===== src/rtl/irm_pkg.sv =====
package irm_pkg;

   typedef enum logic [1:0] {
      RSP_DONE = 2'b00,
      RSP_TYPE = 2'b01,
      RSP_ADDR = 2'b10
   } rsp_e;

   typedef enum logic [2:0] {
      OP_NONE = 3'd0,
      OP_BMID = 3'd1,
      OP_BW   = 3'd2,
      OP_CHH  = 3'd3,
      OP_CHL  = 3'd4,
      OP_CH64 = 3'd5
   } op_e;

   // implemented control registers that never accept a lock
   localparam int N_CTRL = 9;
   localparam logic [15:0] CTRL_OFFS [N_CTRL] = '{
      16'h000, 16'h004, 16'h008, 16'h00C, 16'h018,
      16'h01C, 16'h200, 16'h204, 16'h234
   };

endpackage


===== src/rtl/irm_lock_decode.sv =====
module irm_lock_decode
   import irm_pkg::*;
#(
   parameter int ADDR_W = 12,
   parameter int EXT_W = 4,
   parameter logic [ADDR_W-1:0] IRM_BASE = 'h21C,
   parameter logic [EXT_W-1:0] CSWAP_CODE = 'h2
) (
   input  logic [ADDR_W-1:0] addr,
   input  logic              wide,
   input  logic [EXT_W-1:0]  ext,
   output op_e               op,
   output rsp_e              code
);
   localparam logic [ADDR_W-1:0] WINDOW = ADDR_W'(16);
   localparam logic [ADDR_W-1:0] CHH_REL = ADDR_W'(8);

   logic [ADDR_W-1:0] off;
   logic              aligned;
   logic              in_irm;
   logic              is_cswap;
   logic [N_CTRL-1:0] ctrl_hit;

   assign off      = addr - IRM_BASE;
   assign aligned  = (addr[1:0] == 2'b00);
   assign in_irm   = (off < WINDOW);
   assign is_cswap = (ext == CSWAP_CODE);

   for (genvar i = 0; i < N_CTRL; i++) begin : g_ctrl
      assign ctrl_hit[i] = (addr == CTRL_OFFS[i][ADDR_W-1:0]);
   end

   always_comb begin
      op   = OP_NONE;
      code = RSP_ADDR;
      if (!aligned) begin
         code = RSP_TYPE;
      end else if (!wide && in_irm) begin
         if (is_cswap) begin
            code = RSP_DONE;
            case (off[3:2])
               2'd0:    op = OP_BMID;
               2'd1:    op = OP_BW;
               2'd2:    op = OP_CHH;
               default: op = OP_CHL;
            endcase
         end else begin
            code = RSP_TYPE;
         end
      end else if (wide && off == CHH_REL) begin
         if (is_cswap) begin
            code = RSP_DONE;
            op   = OP_CH64;
         end else begin
            code = RSP_TYPE;
         end
      end else if (in_irm || (|ctrl_hit)) begin
         code = RSP_TYPE;
      end
   end

endmodule


===== src/rtl/irm_bw_cas.sv =====
module irm_bw_cas #(
   parameter int QW = 32,
   parameter int BW_W = 13
) (
   input  logic [BW_W-1:0] cur,
   input  logic [QW-1:0]   arg,
   input  logic [BW_W-1:0] data,
   output logic [BW_W-1:0] nxt,
   output logic [QW-1:0]   ret,
   output logic            upd
);
   logic            arg_big;
   logic [BW_W-1:0] a;
   logic [BW_W-1:0] amt;
   logic [BW_W:0]   sum;

   assign arg_big = |arg[QW-1:BW_W];
   assign a       = arg[BW_W-1:0];

   always_comb begin
      nxt = cur;
      upd = 1'b0;
      ret = QW'(cur);
      amt = '0;
      sum = '0;
      if (!arg_big) begin
         if (a >= data) begin
            amt = a - data;
            if (cur >= amt) begin
               nxt = cur - amt;
               upd = 1'b1;
               ret = arg;
            end
         end else begin
            amt = data - a;
            sum = {1'b0, cur} + {1'b0, amt};
            if (!sum[BW_W]) begin
               nxt = sum[BW_W-1:0];
               upd = 1'b1;
               ret = arg;
            end
         end
      end
   end

endmodule


===== src/rtl/irm_chan_cas.sv =====
module irm_chan_cas #(
   parameter int W = 32
) (
   input  logic [W-1:0] cur,
   input  logic [W-1:0] arg,
   input  logic [W-1:0] data,
   output logic [W-1:0] nxt,
   output logic [W-1:0] ret,
   output logic         hit
);
   logic [W-1:0] flip;

   assign flip = arg ^ data;
   assign hit  = ((arg & flip) == (cur & flip));
   assign nxt  = cur ^ flip;
   assign ret  = hit ? arg : cur;

endmodule


===== src/rtl/irm_lock_unit.sv =====
module irm_lock_unit
   import irm_pkg::*;
#(
   parameter int QW = 32,
   parameter int BW_W = 13,
   parameter int ADDR_W = 12,
   parameter int EXT_W = 4,
   parameter logic [ADDR_W-1:0] IRM_BASE = 'h21C,
   parameter logic [EXT_W-1:0] CSWAP_CODE = 'h2,
   parameter logic [QW-1:0] BMID_RESET = 'h3F,
   parameter int BW_RESET = 4915,
   parameter logic [QW-1:0] CHH_RESET = 'hFFFF_FFFE,
   parameter logic [QW-1:0] CHL_RESET = 'hFFFF_FFFF,
   parameter bit PROTECT_CH_TOP = 1'b1
) (
   input  logic              clk,
   input  logic              rst_n,
   input  logic              bus_reset,
   input  logic              req_valid,
   input  logic              req_wide,
   input  logic [ADDR_W-1:0] req_addr,
   input  logic [EXT_W-1:0]  req_ext,
   input  logic [2*QW-1:0]   req_arg,
   input  logic [2*QW-1:0]   req_data,
   output logic              rsp_valid,
   output logic [1:0]        rsp_code,
   output logic [2*QW-1:0]   rsp_old
);
   localparam int DW = 2 * QW;
   localparam logic [BW_W-1:0] BW_INIT = BW_W'(BW_RESET);

   // elaboration-time parameter checks
   if (BW_W < 2 || BW_W >= QW) begin : g_bad_bw
      $error("irm_lock_unit: BW_W must lie in 2..QW-1");
   end
   if (BW_RESET < 0 || BW_RESET >= (1 << BW_W)) begin : g_bad_bw_reset
      $error("irm_lock_unit: BW_RESET does not fit in BW_W bits");
   end
   if (ADDR_W < 8 || ADDR_W > 16) begin : g_bad_addr
      $error("irm_lock_unit: ADDR_W must lie in 8..16");
   end
   if (IRM_BASE[1:0] != 2'b00) begin : g_bad_base
      $error("irm_lock_unit: IRM_BASE must be quadlet aligned");
   end

   // architectural state
   logic [QW-1:0]   bmid_q;
   logic [BW_W-1:0] bw_q;
   logic [QW-1:0]   chh_q;
   logic [QW-1:0]   chl_q;

   // decode
   op_e  dec_op;
   rsp_e dec_code;

   irm_lock_decode #(
      .ADDR_W     (ADDR_W),
      .EXT_W      (EXT_W),
      .IRM_BASE   (IRM_BASE),
      .CSWAP_CODE (CSWAP_CODE)
   ) u_decode (
      .addr (req_addr),
      .wide (req_wide),
      .ext  (req_ext),
      .op   (dec_op),
      .code (dec_code)
   );

   // guard mask that keeps the top channel permanently allocated
   logic [QW-1:0] guard;
   if (PROTECT_CH_TOP) begin : g_guard_on
      assign guard = {{(QW-1){1'b1}}, 1'b0};
   end else begin : g_guard_off
      assign guard = '1;
   end

   logic [QW-1:0] arg_lo;
   logic [QW-1:0] data_lo;
   assign arg_lo  = req_arg[QW-1:0];
   assign data_lo = req_data[QW-1:0];

   // bus manager ID: plain compare-swap
   logic bmid_hit;
   assign bmid_hit = (bmid_q == arg_lo);

   // bandwidth
   logic [BW_W-1:0] bw_nxt;
   logic [QW-1:0]   bw_ret;
   logic            bw_upd;

   irm_bw_cas #(
      .QW   (QW),
      .BW_W (BW_W)
   ) u_bw (
      .cur  (bw_q),
      .arg  (arg_lo),
      .data (data_lo[BW_W-1:0]),
      .nxt  (bw_nxt),
      .ret  (bw_ret),
      .upd  (bw_upd)
   );

   // single channel register
   logic [QW-1:0] cs_cur;
   logic [QW-1:0] cs_data;
   logic [QW-1:0] cs_nxt;
   logic [QW-1:0] cs_ret;
   logic          cs_hit;

   assign cs_cur  = (dec_op == OP_CHL) ? chl_q : chh_q;
   assign cs_data = (dec_op == OP_CHH) ? (data_lo & guard) : data_lo;

   irm_chan_cas #(
      .W (QW)
   ) u_chan_single (
      .cur  (cs_cur),
      .arg  (arg_lo),
      .data (cs_data),
      .nxt  (cs_nxt),
      .ret  (cs_ret),
      .hit  (cs_hit)
   );

   // both channel registers as one
   logic [DW-1:0] cw_cur;
   logic [DW-1:0] cw_data;
   logic [DW-1:0] cw_nxt;
   logic [DW-1:0] cw_ret;
   logic          cw_hit;

   assign cw_cur  = {chh_q, chl_q};
   assign cw_data = {req_data[DW-1:QW] & guard, data_lo};

   irm_chan_cas #(
      .W (DW)
   ) u_chan_wide (
      .cur  (cw_cur),
      .arg  (req_arg),
      .data (cw_data),
      .nxt  (cw_nxt),
      .ret  (cw_ret),
      .hit  (cw_hit)
   );

   // response value
   logic [DW-1:0] ret_val;
   always_comb begin
      case (dec_op)
         OP_BMID:        ret_val = DW'(bmid_q);
         OP_BW:          ret_val = DW'(bw_ret);
         OP_CHH, OP_CHL: ret_val = DW'(cs_ret);
         OP_CH64:        ret_val = cw_ret;
         default:        ret_val = '0;
      endcase
   end

   // state and response registers
   always_ff @(posedge clk or negedge rst_n) begin
      if (!rst_n) begin
         bmid_q    <= BMID_RESET;
         bw_q      <= BW_INIT;
         chh_q     <= CHH_RESET;
         chl_q     <= CHL_RESET;
         rsp_valid <= 1'b0;
         rsp_code  <= 2'b00;
         rsp_old   <= '0;
      end else if (bus_reset) begin
         bmid_q    <= BMID_RESET;
         bw_q      <= BW_INIT;
         chh_q     <= CHH_RESET;
         chl_q     <= CHL_RESET;
         rsp_valid <= 1'b0;
      end else begin
         rsp_valid <= req_valid;
         if (req_valid) begin
            rsp_code <= dec_code;
            rsp_old  <= ret_val;
            case (dec_op)
               OP_BMID: if (bmid_hit) bmid_q <= data_lo;
               OP_BW:   if (bw_upd)   bw_q   <= bw_nxt;
               OP_CHH:  if (cs_hit)   chh_q  <= cs_nxt;
               OP_CHL:  if (cs_hit)   chl_q  <= cs_nxt;
               OP_CH64: if (cw_hit)   {chh_q, chl_q} <= cw_nxt;
               default: ;
            endcase
         end
      end
   end

endmodule


===== config.mk =====
export PLATFORM = sky130hd
export DESIGN_NAME = irm_lock_unit
export DESIGN_NICKNAME = d
export VERILOG_FILES = /design/src/rtl/irm_pkg.sv /design/src/rtl/irm_lock_decode.sv /design/src/rtl/irm_bw_cas.sv /design/src/rtl/irm_chan_cas.sv /design/src/rtl/irm_lock_unit.sv
export SDC_FILE = /design/constraint.sdc
export NUM_CORES = 1
export LEC_CHECK = 0
export BUFFER_PORTS_ARGS = -buffer_cell sky130_fd_sc_hd__buf_2
export CORE_UTILIZATION = 54
export CTS_CLUSTER_DIAMETER = 80
export DETAILED_ROUTE_END_ITERATION = 7
export PLACE_DENSITY = 0.79
export SLEW_MARGIN = 20
export SYNTH_ARGS = -nofsm -noshare
export SYNTH_HDL_FRONTEND = slang
export SYNTH_SLANG_ARGS = --single-unit

===== constraint.sdc =====
create_clock -name clk -period 2.9 [get_ports clk]
set_clock_uncertainty 0.15 [all_clocks]
set_input_delay 0.145 -clock clk [delete_from_list [all_inputs] [get_ports clk]]
set_output_delay 0.145 -clock clk [all_outputs]
set_load 0.01 [all_outputs]

==> reports/results.ini <==
[status]
run_status = complete, but fails checks
violations = negative setup slack

[timing]
setup_repair_after_global_routing_missed_its_margin = yes
max_freq_ghz = 0.2613
finalWorstSetupSlack_ps = -927.2
report.final.setup_viol = 141
report.final.hold_viol_count = 0
final.period_utilization_pct = 132.0
tightest_slew_ps = 1164
worst_slew_margin_rel_pct = 21.65
slew_viol_final = 0
layout_min_cycle_time_ps = 3827

[logic_synthesis]
syn_inst = 1723
cell_variety_after_synth = 70
synth_mux_area_share_pct = 14.09
avgSynthCellArea_sq_um = 9.132
fraction_of_the_mapped_netlist_area_in_compound_gates_pct = 14.15
yosys.area_share.simple_pct = 11.58
async_reset_ff_share_pct = 100.0
synth_top_family_by_area = adder cells
post_synth_xor_area_fraction_pct = 8.907
synth_warnings = 0
synth_enable_flop_cells = 0
synth.net_count = 2075
post_synth_adder_cell_area_pct = 16.33
postSynth.topFlopCell = sky130_fd_sc_hd__dfrtp_1
yosysSeqAreaShare_pct = 28.60
ys_ff_latch = 176
synth_area_sq_um = 15730

[setup_path]
worstSetupStartpointType = input pin
critPathArrivalTime_ps = 4060
crit_path_end_kind = register
worstPathRequired_ps = 3130
critical_path.startpoint = req_addr[1]
timing.critical_path.fanout_max = 5
timing_worst_setup_path_type = input pin to register
worstReg2RegStart = chl_q[22]

[routing]
wire_per_inst_um = 24.67
detailedRoute.firstIterationViolations = 1868
detailroute.via_count = 17010
firstDrtPassIters = 8
ant_nets = 0
vias_per_cell = 6.271
drc_errors = 0
postRouteWirelength_um = 66930

[placement]
placed_cells = 2585
detailedPlacementHpwl_um = 43350
io_buffer_count = 214
dp_worst_setup_slack_ps = -1435
globalplace.congestion = 1.004
dpl-instance-area_sq_um = 20000

[global_routing]
grt_first_pass_wirelength_um = 94790
grt_util_all_layers_pct = 41.39
vias_in_the_first_global_route = 17220
grt_max_degree = 71
grt.overflow.total = 0
antenna_found_initial = 4

[layout]
nets = 2667
mostFrequentLayoutCell = sky130_fd_sc_hd__buf_4
finish.utilization_pct = 79.59
flow.area_growth_from_synthesis_pct = 45.19
n_fill_cell = 1636
stdcell_count = 2713
most-common-layout-cells = 326 x sky130_fd_sc_hd__buf_4, 208 x sky130_fd_sc_hd__buf_2, 185 x sky130_fd_sc_hd__nand2_1
postLayoutCellArea_sq_um = 22840
post_route_cells_drive_above_1_share_pct = 42.70

[cts]
clock_tree.buffer_depth = 2
clockRootBuffer = sky130_fd_sc_hd__clkbuf_16
clock_tree.htree_level_count = 4
cts_tree = built
clk-insertion-delay-late_ps = 460
clk_pin_slew_worst_paths_ps = 80
cts-buffers-inserted = 17
cts.sink_count = 176

[floorplan]
die_y_um = 172.7
design.portCount = 216
die_x_um = 172.7
placeableCoreArea_sq_um = 28700
design.die.area_sq_um = 29820
initial_utilization_pct = 54.82
std_cell_rows = 62

[power]
vdd_drop_max_mv = 0.4333
powerDensity_nw_per_um2 = 458.0
p_leak_nw = 11.22

[run]
max_cap_check_violation_count = 0

[hold_path]
min_path_type = input pin to register
worst_hold_startpoint = req_arg[9]

[kinds of logic after synthesis]
group | Yosys count
xor gates and xnor gates | 160
buffers and inverters | 240
and+or+nand+nor | 403
AOI/OAI and AO/OA | 346
adders and majority gates | 203
DFF | 176
muxes | 195
[critical path, stage by stage]
cell                       delay, ps
sky130_fd_sc_hd__buf_6           100
sky130_fd_sc_hd__or2_4           240
sky130_fd_sc_hd__or3_4           340
sky130_fd_sc_hd__nor4_4          150
sky130_fd_sc_hd__buf_6           150
sky130_fd_sc_hd__buf_12          110
sky130_fd_sc_hd__buf_16          130
sky130_fd_sc_hd__buf_6           120
sky130_fd_sc_hd__mux2_2          350
sky130_fd_sc_hd__ha_1            240
sky130_fd_sc_hd__xnor2_2         300
sky130_fd_sc_hd__nand4_1         230
sky130_fd_sc_hd__nor4_4          230
sky130_fd_sc_hd__nand2_4         120
sky130_fd_sc_hd__nor3_4          150
sky130_fd_sc_hd__o21bai_4        150
sky130_fd_sc_hd__a21o_4          220
sky130_fd_sc_hd__buf_12          150
sky130_fd_sc_hd__buf_16          130
sky130_fd_sc_hd__mux2_4          300
[routing by layer]
layer | GRT usage (%) | up-vias | routed length (um) | part of all wire [%]
met3 | 10.29 | 420 | 7776 | 12
met5 | 0 | - | 26 | 0.039
met2 | 68.18 | 1288 | 30330 | 45
met1 | 47.33 | 8077 | 23030 | 34
li1 | - | 7224 | - | -
met4 | 28.72 | 4 | 5765 | 8.6
[Yosys cell counts, types with 9 or more instances]
master                     number  area [sq um]
sky130_fd_sc_hd__o21bai_1      15         112.6
sky130_fd_sc_hd__inv_1        159         596.8
sky130_fd_sc_hd__xnor2_1      126          1104
sky130_fd_sc_hd__nand2_1      189         709.4
sky130_fd_sc_hd__o211ai_1      33         247.7
sky130_fd_sc_hd__nor3_1        13         65.06
sky130_fd_sc_hd__nor4_1        20         125.1
sky130_fd_sc_hd__nand4_1       29         181.4
sky130_fd_sc_hd__ha_1         199          2490
sky130_fd_sc_hd__a21o_1        14         105.1
sky130_fd_sc_hd__o21ai_1       10         50.05
sky130_fd_sc_hd__nand2b_1      19         118.9
sky130_fd_sc_hd__mux2_1        15         168.9
sky130_fd_sc_hd__clkbuf_1      49         183.9
sky130_fd_sc_hd__o21ai_0       65         325.3
sky130_fd_sc_hd__dfstp_2       76          1997
sky130_fd_sc_hd__mux2_4        26         390.4
sky130_fd_sc_hd__mux2i_1       61         610.6
sky130_fd_sc_hd__mux2_2        93          1047
sky130_fd_sc_hd__nand3_1       14         70.07
sky130_fd_sc_hd__nor2_1        87         326.6
sky130_fd_sc_hd__a22oi_1       52         390.4
sky130_fd_sc_hd__xor2_1        34         297.8
sky130_fd_sc_hd__dfrtp_1      100          2502
sky130_fd_sc_hd__buf_2         21         105.1
sky130_fd_sc_hd__a22o_1         9         78.83
sky130_fd_sc_hd__a21oi_1       99         495.5
[area by class of cell]
cell class	count	area (sq um)	area share [%]
diodes	1	2.502	0.01095
clock buffers	17	425.4	1.862
clock inverters	15	207.7	0.9092
inverters	159	614.3	2.689
multi-input cells	1307	11480	50.24
flip-flops and latches	176	4499	19.70
well taps	384	480.5	2.103
repair buffers	654	5137	22.49
[sequential cells by signal (all words and copies together), names as in the netlist]
register,cells
chl_q,32
rsp_code,2
rsp_valid,1
chh_q,32
rsp_old,64
bmid_q,32
bw_q,13
[path summary, 6_finish.rpt]
kind / end / slack (ps) / cells past startpoint
min in group asynchronous: rsp_old[39] / 130 / 2
worst max-delay path: chh_q[14] / -930 / 20
worst min-delay path: rsp_old[9] / 9 / 4
worst min register to register: rsp_old[43] / 340 / 2
worst max register to register: rsp_old[31] / -720 / 12
max in group asynchronous: bw_q[12] / 1510 / 3
[per-stage QoR]
stage / setup TNS (ps) / power (W) / hold WS, ps
final: -98970 / 0.01046 / 9.333
after floorplan: -81530 / 0.005254 / -300.6
after global placement: -149310 / 0.006868 / 84.42
after global routing: -106350 / 0.01080 / 12.29
after CTS: -73940 / 0.009901 / 0.9957
after detailed placement: -160500 / 0.007029 / 84.87
[repair_timing]
action,CTS,global route
buffers inserted,28,18
gates cloned,6,6
hold endpoints to repair,91,1
pin swaps,60,56
gates resized for setup,166,123
hold buffers,51,1
endpoints found under the setup margin,141,141
[power by group]
part | total, W | switching (W) | internal, W
sequential | 0.00301 | 0.000206 | 0.00280
clock | 0.00263 | 0.00117 | 0.00146
combinational | 0.00483 | 0.00241 | 0.00241
total | 0.0105 | 0.00379 | 0.00668
(Power assumes the default switching activity.)
